File: src/rtl/tlbv_pkg.sv
package tlbv_pkg;
  // translated boundary: bits below this are never changed
  localparam int PAGE_BITS = 13;

  // where a translation fill lands
  typedef enum logic [1:0] {
    SLOT_SAME = 2'd0,  // page already held, overwrite in place
    SLOT_FREE = 2'd1,  // lowest invalid entry
    SLOT_OLD  = 2'd2   // least recently used entry
  } slot_src_e;
endpackage

File: src/rtl/tlbv_lru.sv
// Recency ranks: each entry owns a distinct age, 0 = most recent,
// N-1 = next victim. A touch moves one entry to age 0 and ages
// everything that was younger than it by one.
module tlbv_lru #(
  parameter int N = 16
) (
  input  logic                 clk,
  input  logic                 rst_n,
  input  logic                 touch_en,
  input  logic [$clog2(N)-1:0] touch_idx,
  output logic [$clog2(N)-1:0] victim_idx
);
  localparam int AW = $clog2(N);

  logic [AW-1:0] age_q [N];
  logic [AW-1:0] age_d [N];
  logic [AW-1:0] touched_age;

  always_comb begin
    touched_age = age_q[touch_idx];
    for (int i = 0; i < N; i++) begin
      age_d[i] = age_q[i];
      if (touch_en) begin
        if (AW'(i) == touch_idx) begin
          age_d[i] = '0;
        end else if (age_q[i] < touched_age) begin
          age_d[i] = age_q[i] + 1'b1;
        end
      end
    end
  end

  always_comb begin
    victim_idx = '0;
    for (int i = 0; i < N; i++) begin
      if (age_q[i] == AW'(N - 1)) victim_idx = AW'(i);
    end
  end

  always_ff @(posedge clk or negedge rst_n) begin
    if (!rst_n) begin
      for (int i = 0; i < N; i++) age_q[i] <= AW'(i);
    end else if (touch_en) begin
      for (int i = 0; i < N; i++) age_q[i] <= age_d[i];
    end
  end
endmodule

File: src/rtl/tlbv_cam.sv
// Fully associative translation store with fill slot selection.
module tlbv_cam
  import tlbv_pkg::*;
#(
  parameter int N     = 16,
  parameter int VPN_W = 19,
  parameter int PPN_W = 17
) (
  input  logic             clk,
  input  logic             rst_n,
  input  logic             look_en,
  input  logic [VPN_W-1:0] look_vpn,
  input  logic             flush,
  input  logic             fill_valid,
  input  logic [VPN_W-1:0] fill_vpn,
  input  logic [PPN_W-1:0] fill_ppn,
  output logic [N-1:0]     match_vec,
  output logic [N-1:0]     valid_vec,
  output logic             hit,
  output logic [PPN_W-1:0] hit_ppn
);
  localparam int IW = $clog2(N);

  logic [N-1:0]     vld_q, vld_d;
  logic [VPN_W-1:0] vpn_q [N];
  logic [PPN_W-1:0] ppn_q [N];

  logic [IW-1:0] hit_idx, same_idx, free_idx, victim_idx, fill_idx;
  logic          same_any, free_any, fill_go, touch_en;
  logic [IW-1:0] touch_idx;
  slot_src_e     slot_src;

  // parallel compare of every entry
  always_comb begin
    hit_ppn = '0;
    hit_idx = '0;
    for (int i = 0; i < N; i++) begin
      match_vec[i] = vld_q[i] && (vpn_q[i] == look_vpn);
      if (match_vec[i]) begin
        hit_ppn = hit_ppn | ppn_q[i];
        hit_idx = IW'(i);
      end
    end
    hit = |match_vec;
  end

  // fill slot: same page first, then lowest invalid, then oldest
  always_comb begin
    same_any = 1'b0;
    same_idx = '0;
    free_any = 1'b0;
    free_idx = '0;
    for (int i = N - 1; i >= 0; i--) begin
      if (vld_q[i] && (vpn_q[i] == fill_vpn)) begin
        same_any = 1'b1;
        same_idx = IW'(i);
      end
      if (!vld_q[i]) begin
        free_any = 1'b1;
        free_idx = IW'(i);
      end
    end
    if (same_any)      slot_src = SLOT_SAME;
    else if (free_any) slot_src = SLOT_FREE;
    else               slot_src = SLOT_OLD;
    case (slot_src)
      SLOT_SAME: fill_idx = same_idx;
      SLOT_FREE: fill_idx = free_idx;
      default:   fill_idx = victim_idx;
    endcase
  end

  always_comb begin
    fill_go   = fill_valid && !flush;
    touch_en  = fill_go || (look_en && hit);
    touch_idx = fill_go ? fill_idx : hit_idx;
    vld_d     = vld_q;
    if (flush) begin
      vld_d = '0;
    end else if (fill_go) begin
      vld_d[fill_idx] = 1'b1;
    end
  end

  always_ff @(posedge clk or negedge rst_n) begin
    if (!rst_n) vld_q <= '0;
    else        vld_q <= vld_d;
  end

  always_ff @(posedge clk) begin
    if (fill_go) begin
      vpn_q[fill_idx] <= fill_vpn;
      ppn_q[fill_idx] <= fill_ppn;
    end
  end

  tlbv_lru #(.N(N)) i_lru (
    .clk        (clk),
    .rst_n      (rst_n),
    .touch_en   (touch_en),
    .touch_idx  (touch_idx),
    .victim_idx (victim_idx)
  );

  assign valid_vec = vld_q;
endmodule

File: src/rtl/tlbv_tags.sv
// Physical tag store, read by set and compared against a page number.
module tlbv_tags #(
  parameter int WAYS  = 2,
  parameter int SETS  = 64,
  parameter int PPN_W = 17,
  parameter int WAY_W = 1
) (
  input  logic                    clk,
  input  logic                    rst_n,
  input  logic                    wr_en,
  input  logic [WAY_W-1:0]        wr_way,
  input  logic [$clog2(SETS)-1:0] wr_set,
  input  logic [PPN_W-1:0]        wr_ppn,
  input  logic [$clog2(SETS)-1:0] rd_set,
  input  logic [PPN_W-1:0]        cmp_ppn,
  output logic [WAYS-1:0]         way_hit
);
  logic [PPN_W-1:0] tag_q [SETS][WAYS];
  logic [WAYS-1:0]  vld_q [SETS];

  for (genvar w = 0; w < WAYS; w++) begin : g_way
    logic wr_here;
    assign wr_here    = wr_en && (wr_way == WAY_W'(w));
    assign way_hit[w] = vld_q[rd_set][w] && (tag_q[rd_set][w] == cmp_ppn);

    always_ff @(posedge clk) begin
      if (wr_here) tag_q[wr_set][w] <= wr_ppn;
    end
  end

  always_ff @(posedge clk or negedge rst_n) begin
    if (!rst_n) begin
      for (int s = 0; s < SETS; s++) vld_q[s] <= '0;
    end else if (wr_en) begin
      vld_q[wr_set][wr_way] <= 1'b1;
    end
  end
endmodule

File: src/rtl/tlb_vipt_lookup.sv
module tlb_vipt_lookup
  import tlbv_pkg::*;
#(
  parameter int VA_W       = 32,
  parameter int PA_W       = 30,
  parameter int ENTRIES    = 16,
  parameter int WAYS       = 2,
  parameter int SETS       = 64,
  parameter int LINE_BYTES = 32,
  localparam int VPN_W = VA_W - PAGE_BITS,
  localparam int PPN_W = PA_W - PAGE_BITS,
  localparam int OFF_W = $clog2(LINE_BYTES),
  localparam int IDX_W = $clog2(SETS),
  localparam int WAY_W = (WAYS > 1) ? $clog2(WAYS) : 1
) (
  input  logic             clk,
  input  logic             rst_n,
  input  logic             req_valid,
  input  logic [VA_W-1:0]  req_va,
  input  logic             flush,
  input  logic             fill_valid,
  input  logic [VPN_W-1:0] fill_vpn,
  input  logic [PPN_W-1:0] fill_ppn,
  input  logic             tag_wr_en,
  input  logic [WAY_W-1:0] tag_wr_way,
  input  logic [IDX_W-1:0] tag_wr_set,
  input  logic [PPN_W-1:0] tag_wr_ppn,
  output logic             rsp_valid,
  output logic             rsp_tlb_hit,
  output logic             rsp_cache_hit,
  output logic [WAY_W-1:0] rsp_way,
  output logic [PA_W-1:0]  rsp_pa,
  output logic             miss_valid,
  output logic [VPN_W-1:0] miss_vpn
);
  // reset: asserted at once, released after two clock edges
  logic [1:0] rst_sync_q;
  logic       rst_int_n;

  always_ff @(posedge clk or negedge rst_n) begin
    if (!rst_n) rst_sync_q <= 2'b00;
    else        rst_sync_q <= {rst_sync_q[0], 1'b1};
  end
  assign rst_int_n = rst_sync_q[1];

  logic [VPN_W-1:0]  look_vpn;
  logic [IDX_W-1:0]  look_set;
  logic [ENTRIES-1:0] tlb_match, tlb_valid;
  logic              tlb_hit;
  logic [PPN_W-1:0]  tlb_ppn;
  logic [WAYS-1:0]   way_hit;

  // set select uses only bits below the page boundary
  assign look_vpn = req_va[VA_W-1:PAGE_BITS];
  assign look_set = req_va[OFF_W+IDX_W-1:OFF_W];

  tlbv_cam #(.N(ENTRIES), .VPN_W(VPN_W), .PPN_W(PPN_W)) i_cam (
    .clk        (clk),
    .rst_n      (rst_int_n),
    .look_en    (req_valid),
    .look_vpn   (look_vpn),
    .flush      (flush),
    .fill_valid (fill_valid),
    .fill_vpn   (fill_vpn),
    .fill_ppn   (fill_ppn),
    .match_vec  (tlb_match),
    .valid_vec  (tlb_valid),
    .hit        (tlb_hit),
    .hit_ppn    (tlb_ppn)
  );

  tlbv_tags #(.WAYS(WAYS), .SETS(SETS), .PPN_W(PPN_W), .WAY_W(WAY_W)) i_tags (
    .clk     (clk),
    .rst_n   (rst_int_n),
    .wr_en   (tag_wr_en),
    .wr_way  (tag_wr_way),
    .wr_set  (tag_wr_set),
    .wr_ppn  (tag_wr_ppn),
    .rd_set  (look_set),
    .cmp_ppn (tlb_ppn),
    .way_hit (way_hit)
  );

  logic             valid_d, thit_d, chit_d, miss_d;
  logic [WAY_W-1:0] way_d;
  logic [PA_W-1:0]  pa_d;
  logic [VPN_W-1:0] mvpn_d;

  always_comb begin
    valid_d = req_valid;
    thit_d  = req_valid && tlb_hit;
    chit_d  = thit_d && (|way_hit);
    miss_d  = req_valid && !tlb_hit;
    way_d   = '0;
    if (chit_d) begin
      for (int w = WAYS - 1; w >= 0; w--) begin
        if (way_hit[w]) way_d = WAY_W'(w);
      end
    end
    pa_d   = thit_d ? {tlb_ppn, req_va[PAGE_BITS-1:0]} : '0;
    mvpn_d = miss_d ? look_vpn : '0;
  end

  always_ff @(posedge clk or negedge rst_int_n) begin
    if (!rst_int_n) begin
      rsp_valid     <= 1'b0;
      rsp_tlb_hit   <= 1'b0;
      rsp_cache_hit <= 1'b0;
      rsp_way       <= '0;
      rsp_pa        <= '0;
      miss_valid    <= 1'b0;
      miss_vpn      <= '0;
    end else begin
      rsp_valid     <= valid_d;
      rsp_tlb_hit   <= thit_d;
      rsp_cache_hit <= chit_d;
      rsp_way       <= way_d;
      rsp_pa        <= pa_d;
      miss_valid    <= miss_d;
      miss_vpn      <= mvpn_d;
    end
  end
endmodule

File: config.mk
export PLATFORM = sky130hd
export DESIGN_NAME = tlb_vipt_lookup
export DESIGN_NICKNAME = d
export VERILOG_FILES = /design/src/rtl/tlbv_pkg.sv /design/src/rtl/tlbv_lru.sv /design/src/rtl/tlbv_cam.sv /design/src/rtl/tlbv_tags.sv /design/src/rtl/tlb_vipt_lookup.sv
export SDC_FILE = /design/constraint.sdc
export NUM_CORES = 2
export LEC_CHECK = 0
export ABC_CLOCK_PERIOD_IN_PS = 11600
export BUFFER_PORTS_ARGS = -buffer_cell sky130_fd_sc_hd__buf_2
export CAP_MARGIN = 20
export CORE_MARGIN = 1
export CORE_UTILIZATION = 65
export CTS_CLUSTER_SIZE = 40
export DETAILED_ROUTE_END_ITERATION = 6
export PLACE_DENSITY = 0.82
export SLEW_MARGIN = 0
export SYNTH_ARGS = -nofsm -noshare
export SYNTH_HDL_FRONTEND = slang
export SYNTH_SLANG_ARGS = --single-unit
File: constraint.sdc
create_clock -name clk -period 11.6 [get_ports clk]
set_input_delay 1.74 -clock clk [delete_from_list [all_inputs] [get_ports clk]]
set_output_delay 1.74 -clock clk [all_outputs]
set_load 0.01 [all_outputs]
==> flow_summary.json <==
{
  "cpPeakStageDelay_ps": 850,
  "drive_above_1_share_pct": 28.07,
  "hold_slack_ps": 297.7,
  "p_clk_share_pct": 41.0,
  "fin_nets": 6916,
  "power.internal_mw": 18.69,
  "synth_top_area_share_pct": 66.96,
  "post-cts-setup-buffers": 0,
  "synthesis.nets": 6521,
  "cts_buffers": 307,
  "grt_max_degree": 142,
  "wirelength_um": 374700,
  "gp_congestion": 0.9328,
  "die_y_um": 437.7,
  "skew_ps": 57.00,
  "routedWlPerCell_um": 39.48,
  "p_sw_mw": 5.818,
  "violations": "DRC",
  "finalSetupViolCount": 0,
  "insertion_delay_ps": 970,
  "finalHoldViolations": 0,
  "vdd_drop_max_mv": 0.2028,
  "drtIter0Drc": 12037,
  "drtPass1Iterations": 7,
  "run_status": "complete, but fails checks",
  "crit_top_cell": "a21oi_1",
  "ys_warn_count": 0,
  "p_seq_share_pct": 50.3,
  "timing.final.max_slew_violations": 0,
  "syn_to_final_growth_pct": 12.36,
  "cts_resized": 0,
  "port_buffers": 151,
  "grt_usage_pct": 39.31,
  "clockBufferDepth": 4,
  "synth_seq_cells": 3016,
  "netlist_instances": 6359,
  "place_ws_ps": 3087,
  "grt_setup_unrepaired": "no",
  "cap_viol_max_count": 0,
  "combPwrFrac_pct": 8.7,
  "io_pins": 152,
  "synth_ff_type": "edfxtp_1",
  "ant_nets": 0,
  "ys_types": 83,
  "cts_tree": "yes",
  "yosysSeqAreaShare_pct": 72.34,
  "core_um2": 188200,
  "critPathTopFamily": "simple AND/OR/NAND/NOR gates",
  "layout_setup_ws_ps": 3490,
  "cp.required_ps": 12480,
  "max_slew_margin_pct": 15.70,
  "place_hpwl_um": 192400,
  "yosysTopAreaCell": "edfxtp_1",
  "drc": 40,
  "start_kind": "primary input",
  "swShare_pct": 23.74,
  "tightest_slew_ps": 1261,
  "end_kind": "register",
  "dieArea_um2": 191600,
  "start_util_pct": 65.58,
  "grt_pass1_wl_um": 526800,
  "max_freq_ghz": 0.1233,
  "first_global_vias": 71430,
  "antenna_found_initial": 40,
  "cellPowerDensity_nw_per_um2": 176.7,
  "die_w_um": 437.7,
  "syn_area_per_cell_um2": 19.41,
  "fin_crit_sh_pct": 69.91,
  "fin_crit_ps": 8110,
  "cts.hold.buffers_added": 0,
  "netlist_area_um2": 123400,
  "grt_overflow": 0,
  "setup-tns-final_ps": 0,
  "crit_fanout": 18,
  "via_per_inst": 7.419,
  "p_total_mw": 24.50,
  "dr_total_vias": 70418,
  "crit_arrival_ps": 8990,
  "leakage_nw": 45.95,
  "path_clk_slew_ps": 60,
  "path_class": "in2reg",
  "hp-class": "reg2async",
  "synth_edf_count": 2752,
  "synth_area_leaders": "edfxtp_1 67%, mux4_2 14%, dfrtp_1 4.7%",
  "worst-path-buf-inv": 3,
  "synthArstFlopShare_pct": 8.753,
  "rows": 159,
  "cts-root-buf": "clkbuf_16",
  "htree_levels": 5,
  "cts_sinks": 3016,
  "cp_slowest_cell": "and2_1"
}
logic make-up (layout without fill, tap and decap cells):
family / after synthesis / in the layout / synth area share (%)
DFF: 3016 / 3016 / 72.34
muxes: 786 / 786 / 14.05
other: 1 / 21 / 0.003038
adders and majority gates: 64 / 64 / 0.6488
AOI/OAI and AO/OA: 423 / 423 / 2.472
xor gates and xnor gates: 647 / 647 / 4.591
and+or+nand+nor: 1069 / 1069 / 4.671
buffers and inverters: 353 / 970 / 1.220
cell usage after synthesis (all sizes together), types with 5 or more instances:
library cell and n:
mux2i 18, nand3 102, inv 29, dfstp 32
xnor2 247, and3 33, and2 28, mux4 756
dfrtp 232, a211oi 13, mux2 12, a21o 55
or3 6, buf 156, nor2b 18, or2 138
clkbuf 168, nand4 141, a22o 37, nor4 135
nor4b 23, o21ai 59, nor2 256, a22oi 69
a221oi 34, a31oi 13, ha 64, a21boi 5
a21oi 61, a31o 5, nand2b 16, o22a 7
a211o 7, nor3 34, edfxtp 2752, nand4b 8
xor2 400, o31ai 7, nand3b 7, nand2 110
o211ai 17
per-stage QoR:
step,instances,util [%],area (um2)
2_1_floorplan,6359,-,123400
3_3_place_gp,8921,68.24,128400
3_5_place_dp,8933,68.36,128700
4_1_cts,9464,73.58,138500
5_1_grt,9473,73.66,138600
6_report,9491,73.69,138700
state kept, by name (all words and copies together), names as in the netlist:
signal / count
i_cam.i_lru.age_q: 64
i_cam.ppn_q: 272
i_cam.valid_vec: 16
i_cam.vpn_q: 304
i_tags.tag_q: 2176
i_tags.vld_q: 128
miss_valid: 1
miss_vpn: 19
rsp_cache_hit: 1
rsp_pa: 30
rsp_tlb_hit: 1
rsp_valid: 1
rsp_way: 1
rst_sync_q: 2
layout make-up:
cell class	instances	area (um2)
flip-flops and latches	3016	89290
fillers	9738	49520
multi-input cells	2990	33140
clock buffers	386	8319
repair buffers	410	3153
well taps	2495	3122
clock inverters	145	1498
inverters	29	108.9
diodes	20	50.05
power groups by stage:
stage	Sequential [mW]	Combinational, mW	Clock (mW)
floorplan	12.5	1.33	0
global placement	12.5	1.91	0
detailed placement	12.5	2.00	0
CTS	12.3	2.08	10.0
global route	12.3	2.25	10.4
finish	12.3	2.13	10.0
per-layer routing:
layer / global-route usage, % / share of wire, %
met1: 49.21 / 31
met2: 62.33 / 48
met3: 11.02 / 14
met4: 22.63 / 7.0
met5: 0 / 0.075
worst paths after layout:
kind                                         from               endpoint  slack (ps)  depth (start not counted)
worst max register to register  i_cam.vpn_q[2][9]  i_cam.i_lru.age_q[59]        4460                         23
worst min register to register      rst_sync_q[1]       i_tags.vld_q[22]         300                          0
max in group asynchronous           rst_sync_q[1]           miss_vpn[17]        9460                          2
worst min-delay path                rst_sync_q[1]       i_tags.vld_q[22]         300                          0
worst max-delay path                   req_va[28]  i_cam.i_lru.age_q[59]        3490                         25
min in group clk                    rst_sync_q[0]          rst_sync_q[1]         360                          0
layout by cell type, fill, tap and decap left out, types with 32 or more instances in the layout:
cell / count
a21o_1: 55
a21oi_1: 59
a221oi_1: 34
a22o_1: 37
a22oi_1: 69
and3_1: 33
buf_2: 130
buf_4: 247
clkbuf_1: 54
clkbuf_16: 315
clkinv_1: 40
clkinv_2: 55
dfrtp_1: 231
dfstp_2: 32
edfxtp_1: 2752
ha_1: 64
mux4_2: 756
nand2_1: 109
nand3_1: 102
nand4_1: 140
nor2_1: 126
nor2_2: 118
nor4_1: 133
o21ai_0: 53
or2_2: 136
xnor2_1: 247
xor2_1: 400
Note: power is estimated with default switching activity, not from simulation.
